$ cat src/rtl/intr_accept_pkg.sv
package intr_accept_pkg;

  // Enable-state update selected by the decoder pulses and acceptance.
  typedef enum logic [1:0] {
    EN_HOLD  = 2'd0,
    EN_SET   = 2'd1,
    EN_CLEAR = 2'd2
  } en_action_e;

  // Sampling window sources, one bit each.
  localparam int unsigned WIN_SRCS = 3;
  localparam int unsigned WIN_LM1  = 0;
  localparam int unsigned WIN_HOLD = 1;
  localparam int unsigned WIN_HALT = 2;

endpackage

$ cat src/rtl/intr_window.sv
module intr_window
  import intr_accept_pkg::*;
#(
  parameter int unsigned N_SRC = WIN_SRCS
) (
  input  logic             clk,
  input  logic             rst_n,
  input  logic [N_SRC-1:0] win_src,
  input  logic             irq_req,
  input  logic             en_q,
  input  logic             busy_q,
  output logic             win_open,
  output logic             take
);

  logic [N_SRC-1:0] src_hit;

  // One gate per window source; the window is open if any is set.
  for (genvar g = 0; g < N_SRC; g++) begin : g_src
    assign src_hit[g] = win_src[g];
  end

  assign win_open = |src_hit;
  assign take     = win_open & irq_req & en_q & ~busy_q;


  busy_blocks_take_chk: assert property (@(posedge clk) disable iff (!rst_n)
    busy_q |-> !take);

endmodule

$ cat src/rtl/intr_enable_ctrl.sv
module intr_enable_ctrl
  import intr_accept_pkg::*;
#(
  parameter bit DISABLE_WINS = 1'b1
) (
  input  logic clk,
  input  logic rst_n,
  input  logic sw_en,
  input  logic sw_dis,
  input  logic take,
  output logic en_q
);

  en_action_e act;

  // Acceptance always clears; the generate picks which pulse wins a tie.
  if (DISABLE_WINS) begin : g_dis_first
    always_comb begin
      if (take)        act = EN_CLEAR;
      else if (sw_dis) act = EN_CLEAR;
      else if (sw_en)  act = EN_SET;
      else             act = EN_HOLD;
    end
  end else begin : g_en_first
    always_comb begin
      if (take)        act = EN_CLEAR;
      else if (sw_en)  act = EN_SET;
      else if (sw_dis) act = EN_CLEAR;
      else             act = EN_HOLD;
    end
  end

  always_ff @(posedge clk) begin
    if (!rst_n) en_q <= 1'b0;
    else begin
      case (act)
        EN_SET:   en_q <= 1'b1;
        EN_CLEAR: en_q <= 1'b0;
        default:  en_q <= en_q;
      endcase
    end
  end


  take_clears_en_chk: assert property (@(posedge clk) disable iff (!rst_n)
    take |=> !en_q);


  en_pulse_sets_chk: assert property (@(posedge clk) disable iff (!rst_n)
    (sw_en && !sw_dis && !take) |=> en_q);


  dis_pulse_clears_chk: assert property (@(posedge clk) disable iff (!rst_n)
    (sw_dis && DISABLE_WINS) |=> !en_q);

endmodule

$ cat src/rtl/intr_ack_tracker.sv
module intr_ack_tracker (
  input  logic clk,
  input  logic rst_n,
  input  logic take,
  input  logic ack_done,
  output logic accept_q,
  output logic inhibit_q
);

  always_ff @(posedge clk) begin
    if (!rst_n) begin
      accept_q  <= 1'b0;
      inhibit_q <= 1'b0;
    end else begin
      accept_q <= take;
      if (take)                       inhibit_q <= 1'b1;
      else if (inhibit_q && ack_done) inhibit_q <= 1'b0;
    end
  end


  accept_one_clock_chk: assert property (@(posedge clk) disable iff (!rst_n)
    accept_q |=> !accept_q);


  accept_with_inhibit_chk: assert property (@(posedge clk) disable iff (!rst_n)
    accept_q |-> inhibit_q);


  inhibit_held_chk: assert property (@(posedge clk) disable iff (!rst_n)
    (inhibit_q && !ack_done) |=> inhibit_q);


  inhibit_released_chk: assert property (@(posedge clk) disable iff (!rst_n)
    (inhibit_q && ack_done) |=> !inhibit_q);

endmodule

$ cat src/rtl/intr_accept_unit.sv
module intr_accept_unit
  import intr_accept_pkg::*;
#(
  parameter bit DISABLE_WINS = 1'b1
) (
  input  logic clk,
  input  logic rst_n,
  input  logic irq_req,
  input  logic last_minus1,
  input  logic hold_st,
  input  logic halt_st,
  input  logic sw_en,
  input  logic sw_dis,
  input  logic ack_done,
  output logic accept,
  output logic pc_inhibit,
  output logic int_enabled
);

  logic [WIN_SRCS-1:0] win_src;
  logic                win_open;
  logic                take;
  logic                en_q;
  logic                acc_q;
  logic                inh_q;

  always_comb begin
    win_src           = '0;
    win_src[WIN_LM1]  = last_minus1;
    win_src[WIN_HOLD] = hold_st;
    win_src[WIN_HALT] = halt_st;
  end

  intr_window #(.N_SRC(WIN_SRCS)) u_win (
    .clk      (clk),
    .rst_n    (rst_n),
    .win_src  (win_src),
    .irq_req  (irq_req),
    .en_q     (en_q),
    .busy_q   (inh_q),
    .win_open (win_open),
    .take     (take)
  );

  intr_enable_ctrl #(.DISABLE_WINS(DISABLE_WINS)) u_en (
    .clk    (clk),
    .rst_n  (rst_n),
    .sw_en  (sw_en),
    .sw_dis (sw_dis),
    .take   (take),
    .en_q   (en_q)
  );

  intr_ack_tracker u_ack (
    .clk       (clk),
    .rst_n     (rst_n),
    .take      (take),
    .ack_done  (ack_done),
    .accept_q  (acc_q),
    .inhibit_q (inh_q)
  );

  assign accept      = acc_q;
  assign pc_inhibit  = inh_q;
  assign int_enabled = en_q;


  no_window_no_accept_chk: assert property (@(posedge clk) disable iff (!rst_n)
    !win_open |=> !accept);


  disabled_no_accept_chk: assert property (@(posedge clk) disable iff (!rst_n)
    !int_enabled |=> !accept);


  reset_clear_chk: assert property (@(posedge clk)
    !rst_n |=> (!accept && !pc_inhibit && !int_enabled));

endmodule

$ cat config.mk
export PLATFORM = sky130hd
export DESIGN_NAME = intr_accept_unit
export DESIGN_NICKNAME = d
export VERILOG_FILES = /design/src/rtl/intr_accept_pkg.sv /design/src/rtl/intr_window.sv /design/src/rtl/intr_enable_ctrl.sv /design/src/rtl/intr_ack_tracker.sv /design/src/rtl/intr_accept_unit.sv
export SDC_FILE = /design/constraint.sdc
export NUM_CORES = 1
export LEC_CHECK = 0
export ABC_AREA = 0
export BUFFER_PORTS_ARGS = -buffer_cell sky130_fd_sc_hd__buf_4
export CELL_PAD_IN_SITES_DETAIL_PLACEMENT = 2
export CELL_PAD_IN_SITES_GLOBAL_PLACEMENT = 2
export CORE_AREA = 2 2 39 41
export CTS_CLUSTER_DIAMETER = 100
export DETAILED_ROUTE_END_ITERATION = 10
export DIE_AREA = 0 0 41 43
export HOLD_SLACK_MARGIN = 0.15
export MAX_ROUTING_LAYER = met4
export PLACE_DENSITY_LB_ADDON = 0.1
export SYNTH_ARGS = -nofsm -noshare
export SYNTH_HDL_FRONTEND = slang
export SYNTH_SLANG_ARGS = --single-unit
export TNS_END_PERCENT = 10
$ cat constraint.sdc
create_clock -name clk -period 3.5 [get_ports clk]
set_input_delay 0.35 -clock clk [delete_from_list [all_inputs] [get_ports clk]]
set_output_delay 0.35 -clock clk [all_outputs]
set_load 0.05 [all_outputs]
# After elaboration in Yosys (flattened, before gate mapping)
# Cells that the tools add are included.
# classes
addsub	0
n_mul	0
div_mod_pow	0
order_cmp	0
eq_ne	2
shift	0
n_mux	6
bitwise_logic	4
n_reduce_logical	4
# ops
operator	count
2-bit two-way mux	2
2-bit nonzero test	2
1-bit bitwise AND	3
1-bit two-way mux	3
3-bit OR reduction	1
2-bit by 1-bit equality test with 1-bit output (second input constant)	1
2-bit equality test (second input constant)	1
1-bit one-hot mux with 2 select lines	1
1-bit logical AND	1
1-bit inverter	1
# totals
regBits	3
latch_bits	0
mem_bits_rw	0
mem_bits_ro	0
in_bits	9
output_inout_bits	3
word_cells	19
memories	0

# Longest topological paths before layout
# logic_depth
word_depth	7
depth_mapped	5
mapped_depth_nobuf	5

# By module
# From an unflattened synthesis, not the netlist that was laid out.
# unflattened
cells_unflattened	15
area_unflattened_um2	153.9
# by_module_without_submodules
module	n_inst	cells_per_inst	area_each_um2
intr_ack_tracker	1	5	67.6
intr_enable_ctrl	1	8	65.1
intr_window	1	2	21.3

# Least setup slack after synthesis
# Ideal clock, no wire load.
# synth_path
path_type	register to register
startpoint	register u_en.en_q
endpoint	register u_en.en_q
setup_time_ps	66
arrival_ps	1562
setup_slack_ps	1872
stages_incl_launch_ff	6
path_buffers	0
synth_period_minus_slack_ps	1628
cell_sequence	dfxtp_1 > nand3b_1 > o21ai_0 > ha_1 > or2_1 > a21boi_2
# synth_via
elab_chain_len	5
# synth_lines
element	line	source
start: declaration	intr_enable_ctrl.sv:11	output logic en_q
start signal: assignment	intr_enable_ctrl.sv:39	default: en_q <= en_q;
1-bit bitwise AND * (2 in a row)	intr_window.sv:24	assign take = win_open & irq_req & en_q & ~busy_q;
2-bit two-way mux *	intr_enable_ctrl.sv:19	if (take) act = EN_CLEAR;
2-bit equality test / 2-bit by 1-bit equality test with 1-bit output (equally long branches)	intr_enable_ctrl.sv:36	case (act)
1-bit one-hot mux with 2 select lines / 2-bit nonzero test (equally long branches)	n/a	
# Mark *: on every way between the ends. The rest lies on a longest branch, timed or not.
# A chain may end at the register's enable or synchronous reset.

# Final worst setup path
# layout_path
startpoint	register u_ack.inhibit_q
endpoint	register u_en.en_q
# layout_via
elab_chain_len	5
# layout_lines
element	line	source
start: declaration	intr_ack_tracker.sv:7	output logic inhibit_q
start signal: assignment	intr_ack_tracker.sv:13	inhibit_q <= 1'b0;
start signal: assignment	intr_ack_tracker.sv:16	if (take) inhibit_q <= 1'b1;
start signal: assignment	intr_ack_tracker.sv:17	else if (inhibit_q && ack_done) inhibit_q <= 1'b0;
1-bit inverter *	intr_window.sv:24	
1-bit bitwise AND *	intr_window.sv:24	
2-bit two-way mux *	intr_enable_ctrl.sv:19	
2-bit equality test / 2-bit by 1-bit equality test with 1-bit output (equally long branches)	intr_enable_ctrl.sv:36	
1-bit one-hot mux with 2 select lines / 2-bit nonzero test (equally long branches)	n/a	
# Marks and branches as above.

==> flow_metrics.py <==
metrics = {
    "outcome": {
        "status": "completed",
    },
    "routing": {
        "routed_via_density": 3.617,
        "dr.pass1.iters": 1,
        "ant_nets": 0,
        "wl_per_cell_microns": 9.745,
        "dr.first_iter.drc_count": 0,
        "drt_wl_total_microns": 458,
        "drc": 0,
        "vias": 170,
    },
    "cells_and_area": {
        "fin_nets": 42,
        "areaGrowthSynthToFinish_pct": 79.84,
        "antenna_cells": 0,
        "layout_common_cells": "buf_4, clkbuf_4, dfxtp_1",
        "num-fill-cells": 167,
        "mostFrequentLayoutCell": "buf_4",
        "fin_util": 0.2098,
        "layout-drive-gt1-share": 0.5161,
    },
    "synth": {
        "ys_warn_count": 0,
        "synthCells": 16,
        "ys_ff_latch": 3,
        "synth.net_count": 26,
        "synth.avg_cell_area_sq_um": 10.09,
        "synth_top_area_share": 0.3721,
        "synthDistinctLibCells": 12,
        "synth_area_leaders": "dfxtp_1, nor3_4, nand3b_1, ha_1, a21boi_2",
        "syn_area_sq_um": 161.4,
        "synth_seq_area_share": 0.3721,
        "synth_top_cell_by_area": "dfxtp_1",
    },
    "setup_path": {
        "rrSetupSlack_ns": 2.09,
        "critPathMaxStageDelay_ns": 0.32,
        "crit_chain": "nand3b_1, o21ai_0, ha_1, or2_1, a21boi_2",
        "cp_num_buf_inv": 0,
        "start_kind": "flip-flop",
        "critPathArrivalTime_ns": 1.57,
        "path_delay_family": "simple AND/OR/NAND/NOR gates",
        "crit_required_ns": 3.66,
        "crit_slowest_cell": "dfxtp_1",
        "worstSetupPathType": "flip-flop to flip-flop",
        "path_max_fanout": 4,
        "cp-end-kind": "flip-flop",
    },
    "global_routing": {
        "grt_max_degree": 5,
        "grt-ovfl-total": 0,
        "grt_first_pass_wirelength_microns": 731,
        "use_met3": 0.01571,
        "grtUsageMet1": 0.05714,
        "antenna_found_initial": 0,
        "grt_pass1_vias": 210,
        "top_usage_layer": "met2",
        "grt_usage": 0.06967,
        "use_met2": 0.1094,
    },
    "clocking": {
        "htree_levels": 1,
        "hold_buffers": 0,
        "cts_setup_buffers": 0,
        "path_clk_slew_ns": 0.04,
        "cts_tree": "built",
        "cts_buffer_depth": 2,
        "cts_root_buf": "clkbuf_4",
        "clkSinkCount": 3,
        "cts_buffers": 3,
        "cts_resized": 0,
        "clk-insertion-delay-late_ns": 0.23,
    },
    "floorplanning": {
        "initial_core_util": 0.1166,
        "die_w_microns": 41,
        "die_h_microns": 43,
        "rows": 14,
        "coreArea_sq_um": 1384,
        "dieArea_sq_um": 1763,
        "pin_count": 12,
    },
    "timing": {
        "hold_violations": 0,
        "setup_violations": 0,
        "drv_slew": 0,
        "rsz0062_at_grt": "false",
        "maxSlewHeadroom": 0.8684,
        "fin_worst_skew_ns": 0.002695,
        "fin_crit_sh": 0.4035,
        "worst_pin_slew_ns": 0.1968,
        "fmaxAchievable_mhz": 708.1,
        "final.setup.tns_ns": 0,
        "layout_min_cycle_time_ns": 1.412,
    },
    "power": {
        "static-leakage-power_nw": 0.1251,
        "internal_power_uw": 92.50,
        "p_switching_uw": 35.16,
        "power_uw": 127.7,
        "p_sw_frac": 0.2754,
        "p_seq_frac": 0.300,
        "power_frac_comb": 0.222,
        "power_density_nw_per_um2": 439.8,
        "clkPwrFrac": 0.478,
        "peakVddDrop_v": 0.00005715,
    },
    "place": {
        "io_buffers": 11,
        "place.gp.congestion": 0.5299,
    },
    "worst_hold_path": {
        "hold_path.class": "input port to flip-flop",
    },
    "job": {
        "max_cap_viol_count": 0,
    },
}
[power groups by stage]
stage	clock network (mW)	logic, mW	registers (mW)
global route	0.0652	0.0309	0.0389
CTS	0.0646	0.0288	0.0384
finish	0.0611	0.0283	0.0383
global placement	0	0.0281	0.0388
floorplan	0	0.00776	0.0461
detailed placement	0	0.0281	0.0389
[worst reg2reg max path, delay by kind of cell (launching register included)]
family,cells,cell delay [ns]
AO/OA/AOI/OAI,2,0.33
adder cells (fa/ha/maj),1,0.27
AND/OR/NAND/NOR,2,0.43
flip-flops,1,0.32
[area by class of cell]
type	instances	area [sq um]	share of cell area
clock buffer	4	26.28	0.09052
sequential	3	60.06	0.2069
timing repair buffer	11	82.58	0.2845
multi-input combinational	13	101.3	0.3491
tap	16	20.02	0.06897
[stage by stage]
| stage | instance area, sq um | hold slack, ns | instances | worst slack, ns |
|---|---|---|---|---|
| finish | 290.3 | 0.3638 | 47 | 2.088 |
| global placement | 264.0 | 0.4883 | 43 | 1.924 |
| floorplan | 161.4 | 0.4828 | 16 | 1.872 |
| CTS | 290.3 | 0.3572 | 47 | 2.071 |
| global route | 290.3 | 0.3969 | 47 | 1.983 |
| detailed placement | 264.0 | 0.4995 | 43 | 1.920 |
[layer usage]
layer  vias up  part of all wire
met4         0             0.031
met5         -                 0
met1        73              0.36
met3         2              0.11
li1         87                 -
met2         8              0.50
[cell families (layout without fill, tap and decap cells)]
group / after synthesis / in the layout / share of synthesized area
DFF: 3 / 3 / 0.3721
buffers and inverters: 0 / 15 / 0
AOI/OAI and AO/OA: 4 / 4 / 0.1783
and+or+nand+nor: 8 / 8 / 0.3721
adders and majority gates: 1 / 1 / 0.07751
[synth_stat cells, drive strengths merged]
cell type / n
nor3: 1
o21bai: 1
nand4b: 1
nand3b: 2
nor2b: 1
or2: 1
a21boi: 1
dfxtp: 3
o21ai: 2
nor2: 1
ha: 1
nand2: 1
[registers in the layout, indices dropped and copies added (netlist names)]
register and cells:
u_ack.accept_q 1, u_ack.inhibit_q 1, u_en.en_q 1
[path summary, 6_finish.rpt]
check | end | cells after the start | from
worst max-delay path | u_en.en_q | 5 | u_ack.inhibit_q
worst min-delay path | u_ack.accept_q | 3 | last_minus1
worst max register to register | u_en.en_q | 5 | u_ack.inhibit_q
worst min register to register | u_en.en_q | 2 | u_en.en_q
Note: power is estimated with default switching activity, not from simulation.
